<file path="config.mk">
export PLATFORM = sky130hd
export DESIGN_NAME = compunit_ctrl
export DESIGN_NICKNAME = d
export VERILOG_FILES = /design/src/rtl/compunit_ctrl.sv
export SDC_FILE = /design/constraint.sdc
export NUM_CORES = 1
export LEC_CHECK = 0
export ABC_CLOCK_PERIOD_IN_PS = 2800
export CAP_MARGIN = 20
export CORE_MARGIN = 4
export CORE_UTILIZATION = 23
export DETAILED_ROUTE_END_ITERATION = 10
export HOLD_SLACK_MARGIN = 0.1
export SLEW_MARGIN = 20
export SYNTH_ARGS = -nofsm -noshare
export SYNTH_HDL_FRONTEND = slang
export SYNTH_SLANG_ARGS = --single-unit
</file>
<file path="constraint.sdc">
create_clock -name clk -period 2.8 [get_ports clk]
set_clock_uncertainty 0.15 [all_clocks]
set_input_delay 0.28 -clock clk [delete_from_list [all_inputs] [get_ports clk]]
set_output_delay 0.28 -clock clk [all_outputs]
set_load 0.03 [all_outputs]
</file>
<file path="src/rtl/compunit_ctrl.sv">
module compunit_ctrl #(
  parameter int W   = 16,
  parameter int OPW = 4
) (
  input  logic           clk,
  input  logic           rst_n,
  input  logic           issue_i,
  input  logic [OPW-1:0] op_code_i,
  input  logic           op_inv_a_i,
  input  logic [W-1:0]   op_imm_i,
  input  logic           op_imm_ok_i,
  input  logic           op_zero_a_i,
  input  logic [1:0]     rd_mask_i,
  output logic           busy_o,
  output logic [1:0]     rd_req_o,
  input  logic [1:0]     rd_gnt_i,
  input  logic [W-1:0]   src_a_i,
  input  logic [W-1:0]   src_b_i,
  output logic           eu_valid_o,
  input  logic           eu_ready_i,
  output logic [OPW-1:0] eu_op_o,
  output logic           eu_inv_a_o,
  output logic [W-1:0]   eu_a_o,
  output logic [W-1:0]   eu_b_o,
  input  logic           res_valid_i,
  output logic           res_ready_o,
  input  logic [W-1:0]   res_data_i,
  output logic           wr_req_o,
  input  logic           wr_gnt_i,
  output logic [W-1:0]   wr_data_o
);
  localparam int NRD = 2;

  logic           busy_q, sent_q;
  logic [NRD-1:0] pend_q;
  logic [OPW-1:0] op_q;
  logic           inv_q;
  logic [W-1:0]   a_q, b_q;

  logic           accept, fire, handed, finish;
  logic [NRD-1:0] need, take;

  assign accept = issue_i & ~busy_q;
  assign need   = {~op_imm_ok_i & ~rd_mask_i[1], ~op_zero_a_i & ~rd_mask_i[0]};
  assign take   = pend_q & rd_gnt_i;

  assign eu_valid_o = busy_q & ~sent_q & ((pend_q & ~rd_gnt_i) == '0);
  assign fire       = eu_valid_o & eu_ready_i;
  assign handed     = sent_q | fire;

  assign eu_a_o     = take[0] ? src_a_i : a_q;
  assign eu_b_o     = take[1] ? src_b_i : b_q;
  assign eu_op_o    = op_q;
  assign eu_inv_a_o = inv_q;

  assign wr_req_o    = busy_q & handed & res_valid_i;
  assign res_ready_o = wr_req_o & wr_gnt_i;
  assign finish      = res_ready_o;
  assign wr_data_o   = res_data_i;

  assign busy_o   = busy_q;
  assign rd_req_o = pend_q;

  always_ff @(posedge clk) begin
    if (!rst_n) begin
      busy_q <= 1'b0;
      sent_q <= 1'b0;
      pend_q <= '0;
      op_q   <= '0;
      inv_q  <= 1'b0;
      a_q    <= '0;
      b_q    <= '0;
    end else if (accept) begin
      busy_q <= 1'b1;
      sent_q <= 1'b0;
      pend_q <= need;
      op_q   <= op_code_i;
      inv_q  <= op_inv_a_i;
      a_q    <= '0;
      b_q    <= op_imm_ok_i ? op_imm_i : '0;
    end else begin
      if (take[0]) a_q <= src_a_i;
      if (take[1]) b_q <= src_b_i;
      pend_q <= pend_q & ~rd_gnt_i;
      if (fire) sent_q <= 1'b1;
      if (finish) begin
        busy_q <= 1'b0;
        sent_q <= 1'b0;
      end
    end
  end

  p_busy_origin_r2: assert property (@(posedge clk) disable iff (!rst_n)
    $rose(busy_o) |-> $past(issue_i));
  p_busy_hold_r2: assert property (@(posedge clk) disable iff (!rst_n)
    busy_o && !(wr_req_o && wr_gnt_i) |=> busy_o);
  p_busy_drop_r2: assert property (@(posedge clk) disable iff (!rst_n)
    wr_req_o && wr_gnt_i |=> !busy_o);
  p_eu_once_r9: assert property (@(posedge clk) disable iff (!rst_n)
    eu_valid_o && eu_ready_i |=> !eu_valid_o);
  p_wr_in_op_r10: assert property (@(posedge clk) disable iff (!rst_n)
    wr_req_o |-> busy_o);
  p_ignore_r11: assert property (@(posedge clk) disable iff (!rst_n)
    issue_i && busy_o |=> $stable(eu_op_o) && $stable(eu_inv_a_o));

  for (genvar i = 0; i < NRD; i++) begin : g_rd_chk
    p_req_hold_r4: assert property (@(posedge clk) disable iff (!rst_n)
      rd_req_o[i] && !rd_gnt_i[i] |=> rd_req_o[i]);
    p_req_fall_r4: assert property (@(posedge clk) disable iff (!rst_n)
      rd_req_o[i] && rd_gnt_i[i] |=> !rd_req_o[i]);
    p_req_origin_r4: assert property (@(posedge clk) disable iff (!rst_n)
      $rose(rd_req_o[i]) |-> $past(issue_i && !busy_o));
  end
endmodule

</file>
==> tab_implementation.tex <==
\begin{tabular}{lr}
\hline
Metric & Value \\
\hline
\multicolumn{2}{l}{\textbf{Yosys}} \\
Share of the synthesized area in the top cell type & 44.2\% \\
Share of synthesized area occupied by flip-flops and latches & 44.2\% \\
Ranking of synthesized cells by area & dfxtp\_1 44\%, mux2\_2 19\%, a32o\_1 8.6\%, buf\_4 6.5\%, nor2b\_1 5.4\% \\
Net count of the mapped netlist & 252 \\
Synthesized instance count & $\sim$170 \\
Post-synth cell types & 23 \\
Synthesized area per cell & 10.9 µm² \\
Synth Register Bits & 41 \\
Yosys warns & 0 \\
Post-synth design cell area & 1860 µm² \\
Leading area contributor after synthesis & dfxtp\_1 \\
\multicolumn{2}{l}{\textbf{Cells and area}} \\
Area overhead of the layout relative to synthesis & 61.3\% \\
Final non-filler cell area & $\sim$3000 µm² \\
Antenna cell count & 0 \\
Top library cells by usage in the layout, fill and taps aside & 107 x clkdlybuf4s50\_1, 41 x dfxtp\_1, 32 x mux2\_2 \\
Post-layout util & 38.4\% \\
Ratio of cells with drive above 1 in the final layout & 17.8\% \\
Net total in the final layout & 344 \\
Most common library cell in the layout ignoring fill and taps & clkdlybuf4s50\_1 \\
\multicolumn{2}{l}{\textbf{Clocking}} \\
TritonCTS clock tree & yes \\
CTS buffer count & 5 \\
\# H-tree levels & 2 \\
Resize count post-CTS & 0 \\
Clock Tree Root & clkbuf\_8 \\
Number of buffers on the longest clock path & 2 \\
Hold bufs inserted after CTS & 0 \\
Setup bufs post-CTS & 0 \\
Clock sink total & 41 \\
Later-pin clock latency in the skew report & around 0.28 ns \\
Clock-pin slew of the registers on the worst-case setup and hold paths & 0.07 ns \\
\multicolumn{2}{l}{\textbf{Floorplanning}} \\
Effective utilization at floorplan & 23.8\% \\
Boundary Pins & 140 \\
DIE HEIGHT & 97.9 µm \\
Overall die width & 97.9 µm \\
Core Area & approximately 7800 µm² \\
Area of the die & 9580 µm² \\
Row cnt & 32 \\
\multicolumn{2}{l}{\textbf{Route}} \\
DRC Markers & 0 \\
Total number of vias & 1570 \\
Number of DRC violations after detailed-routing iteration 0 & 44 \\
Antenna Nets Post-Route & 0 \\
Average vias per placed instance & 4.29 \\
Drt pass-1 iters & 4 \\
Overall routed net length & 5190 µm \\
DR WL/cell & 14.2 µm \\
\multicolumn{2}{l}{\textbf{Power}} \\
Reg power frac & approximately 50\% \\
Switching power & 0.315 mW \\
Proportion of total power due to net switching & roughly a quarter \\
Cell-internal power & 0.931 mW \\
Worst vdd ir & 0.177 mV \\
Clk network pwr share & roughly 30\% \\
Combinational power share & 21.6\% \\
Static Leak & roughly 1.1 nW \\
Final Total Pwr & about 1.2 mW \\
Cell Pwr Density & $\sim$420 nW/µm² \\
\multicolumn{2}{l}{\textbf{STA}} \\
Final Worst Setup Slack & 0.313 ns \\
Max transition margin & just under 70\% \\
Number of hold violations in the final report & 0 \\
Max Fclk & 402 MHz \\
Minimum period implied by the final worst setup slack & 2.49 ns \\
Final setup violating endpoints & 0 \\
Sum of negative setup slack & 0 ns \\
Measured slew at the worst slew-check pin & around 0.48 ns \\
Final period util & 88.8\% \\
Setup repair after global routing missed its margin & false \\
Final Max Slew Viols & 0 \\
\multicolumn{2}{l}{\textbf{GRT}} \\
Largest net degree at the start of global routing & 19 \\
Global Route Usage Sum & 10.7\% \\
First-pass GRT wire length & 8500 µm \\
Antenna violations before repair & 0 \\
Grt ovf & 0 \\
Via count of the first global-routing pass & 1675 \\
\multicolumn{2}{l}{\textbf{Worst setup path}} \\
Cell depth of the worst flop-to-flop path & 4 \\
Cell repeated most along the worst path & clkdlybuf4s50\_1 \\
Launch point of the worst reg-to-reg path & busy\_o \\
Reg-to-Reg End & rd\_req\_o[1] \\
Bufs and invs on worst path & 2 \\
Critical Path RT & around 2.4 ns \\
Worst-path fanout max & 16 \\
Setup slack of the most critical reg-to-reg path & $\sim$1.1 ns \\
Critical-path cell with the highest stage delay & clkdlybuf4s50\_1 \\
Critical path cell sequence & clkdlybuf4s50\_1 > nand2\_2 > mux2\_2 > clkdlybuf4s50\_1 \\
Dominant delay contributor by cell family on the critical path & buffers and inverters \\
Data arrival at the endpoint of the critical path & 2.06 ns \\
Longest individual stage delay on the worst path & 0.60 ns \\
Worst setup path category & primary input to primary output \\
Setup crit end kind & primary output \\
Worst setup SP type & primary input \\
\multicolumn{2}{l}{\textbf{Place}} \\
HPWL after DPL & between 3000 and 4000 µm \\
Total cell area at the placement stage & 2920 µm² \\
Worst slack at placement & about 0.29 ns \\
Placer congestion estimate & 0.785 \\
Total of buffers placed on input and output ports & 107 \\
\multicolumn{2}{l}{\textbf{Min path}} \\
Hold Path Class & flop to flop \\
Hold path depth & 2 \\
Startpoint of the worst hold path & eu\_inv\_a\_o \\
Worst min-delay path endpoint & eu\_inv\_a\_o \\
\multicolumn{2}{l}{\textbf{Flow run}} \\
Max-cap violation count & 0 \\
\multicolumn{2}{l}{\textbf{Status}} \\
Outcome & completed \\
\hline
\end{tabular}
==> synth_stat cells <==
master	number
a21boi_0	5
a32o_1	16
a41oi_1	1
and2b_1	1
and3_4	1
buf_2	5
buf_4	16
buf_6	2
buf_8	1
clkbuf_1	4
dfxtp_1	41
mux2_2	32
nand2_1	12
nand2_2	1
nand2_4	1
nand2b_1	3
nand3_1	2
nor2_1	5
nor2b_1	16
nor3_1	2
nor3b_1	1
o21a_1	2
o221a_2	1
==> power by group through the flow <==
stage,Combinational (mW),Clock (mW),Sequential [mW]
2_1_floorplan,0.151,0,0.632
3_3_place_gp,0.271,0,0.622
3_5_place_dp,0.272,0,0.622
4_1_cts,0.274,0.396,0.608
5_1_grt,0.288,0.417,0.611
6_report,0.269,0.369,0.608
==> area by class of cell <==
| type | count | area [µm²] |
|---|---|---|
| fillers | 788 | 4810 |
| repair buffers | 113 | 1130 |
| multi-input cells | 102 | 840 |
| flip-flops and latches | 41 | 821 |
| well taps | 102 | 128 |
| clock buffers | 8 | 80.1 |
==> through the flow <==
step,cells,hold WS (ns)
2_1_floorplan,171,0.256
3_3_place_gp,358,0.304
3_5_place_dp,358,0.310
4_1_cts,366,0.323
5_1_grt,366,0.344
6_report,366,0.316
==> how the worst max path moves through the flow <==
stage / start / end / slack [ns] / cells past startpoint
2_1_floorplan: rd_req_o[0] / a_q[7] / 1.05 / 4
3_3_place_gp: rd_gnt_i[1] / eu_b_o[8] / 0.32 / 4
3_5_place_dp: rd_gnt_i[1] / eu_b_o[8] / 0.29 / 4
4_1_cts: rd_gnt_i[1] / eu_b_o[8] / 0.29 / 4
5_1_grt: rd_gnt_i[1] / res_ready_o / 0.24 / 5
6_report: rd_gnt_i[1] / eu_b_o[12] / 0.31 / 4
==> logic make-up after synthesis <==
family	after synthesis	share of synthesized area, %
buffers and inverters	28	10.6
AND/OR/NAND/NOR	45	13.3
flip-flops	41	44.2
multiplexers	32	19.4
AO/OA/AOI/OAI	25	12.5
==> worst reg2reg max path, delay by kind of cell, from the launching register on <==
kind	cells	cell delay, ns
compound gates	1	0.16
buf+inv	1	0.32
flops	1	0.46
simple gates	2	0.47
==> state kept, by name (all words and copies together) (netlist names) <==
register / flops
a_q: 16
sent_q: 1
eu_inv_a_o: 1
eu_op_o: 4
busy_o: 1
b_q: 16
rd_req_o: 2
==> layer usage <==
| metal | track usage [%] | share of wire (%) | up-vias |
|---|---|---|---|
| met3 | 4.79 | 11 | 10 |
| met4 | 2.98 | 0.87 | 0 |
| met5 | 0 | 0 | - |
| met1 | 13.5 | 44 | 714 |
| li1 | - | - | 768 |
| met2 | 16.8 | 44 | 78 |
No activity file was read; power rests on OpenSTA's default activity.
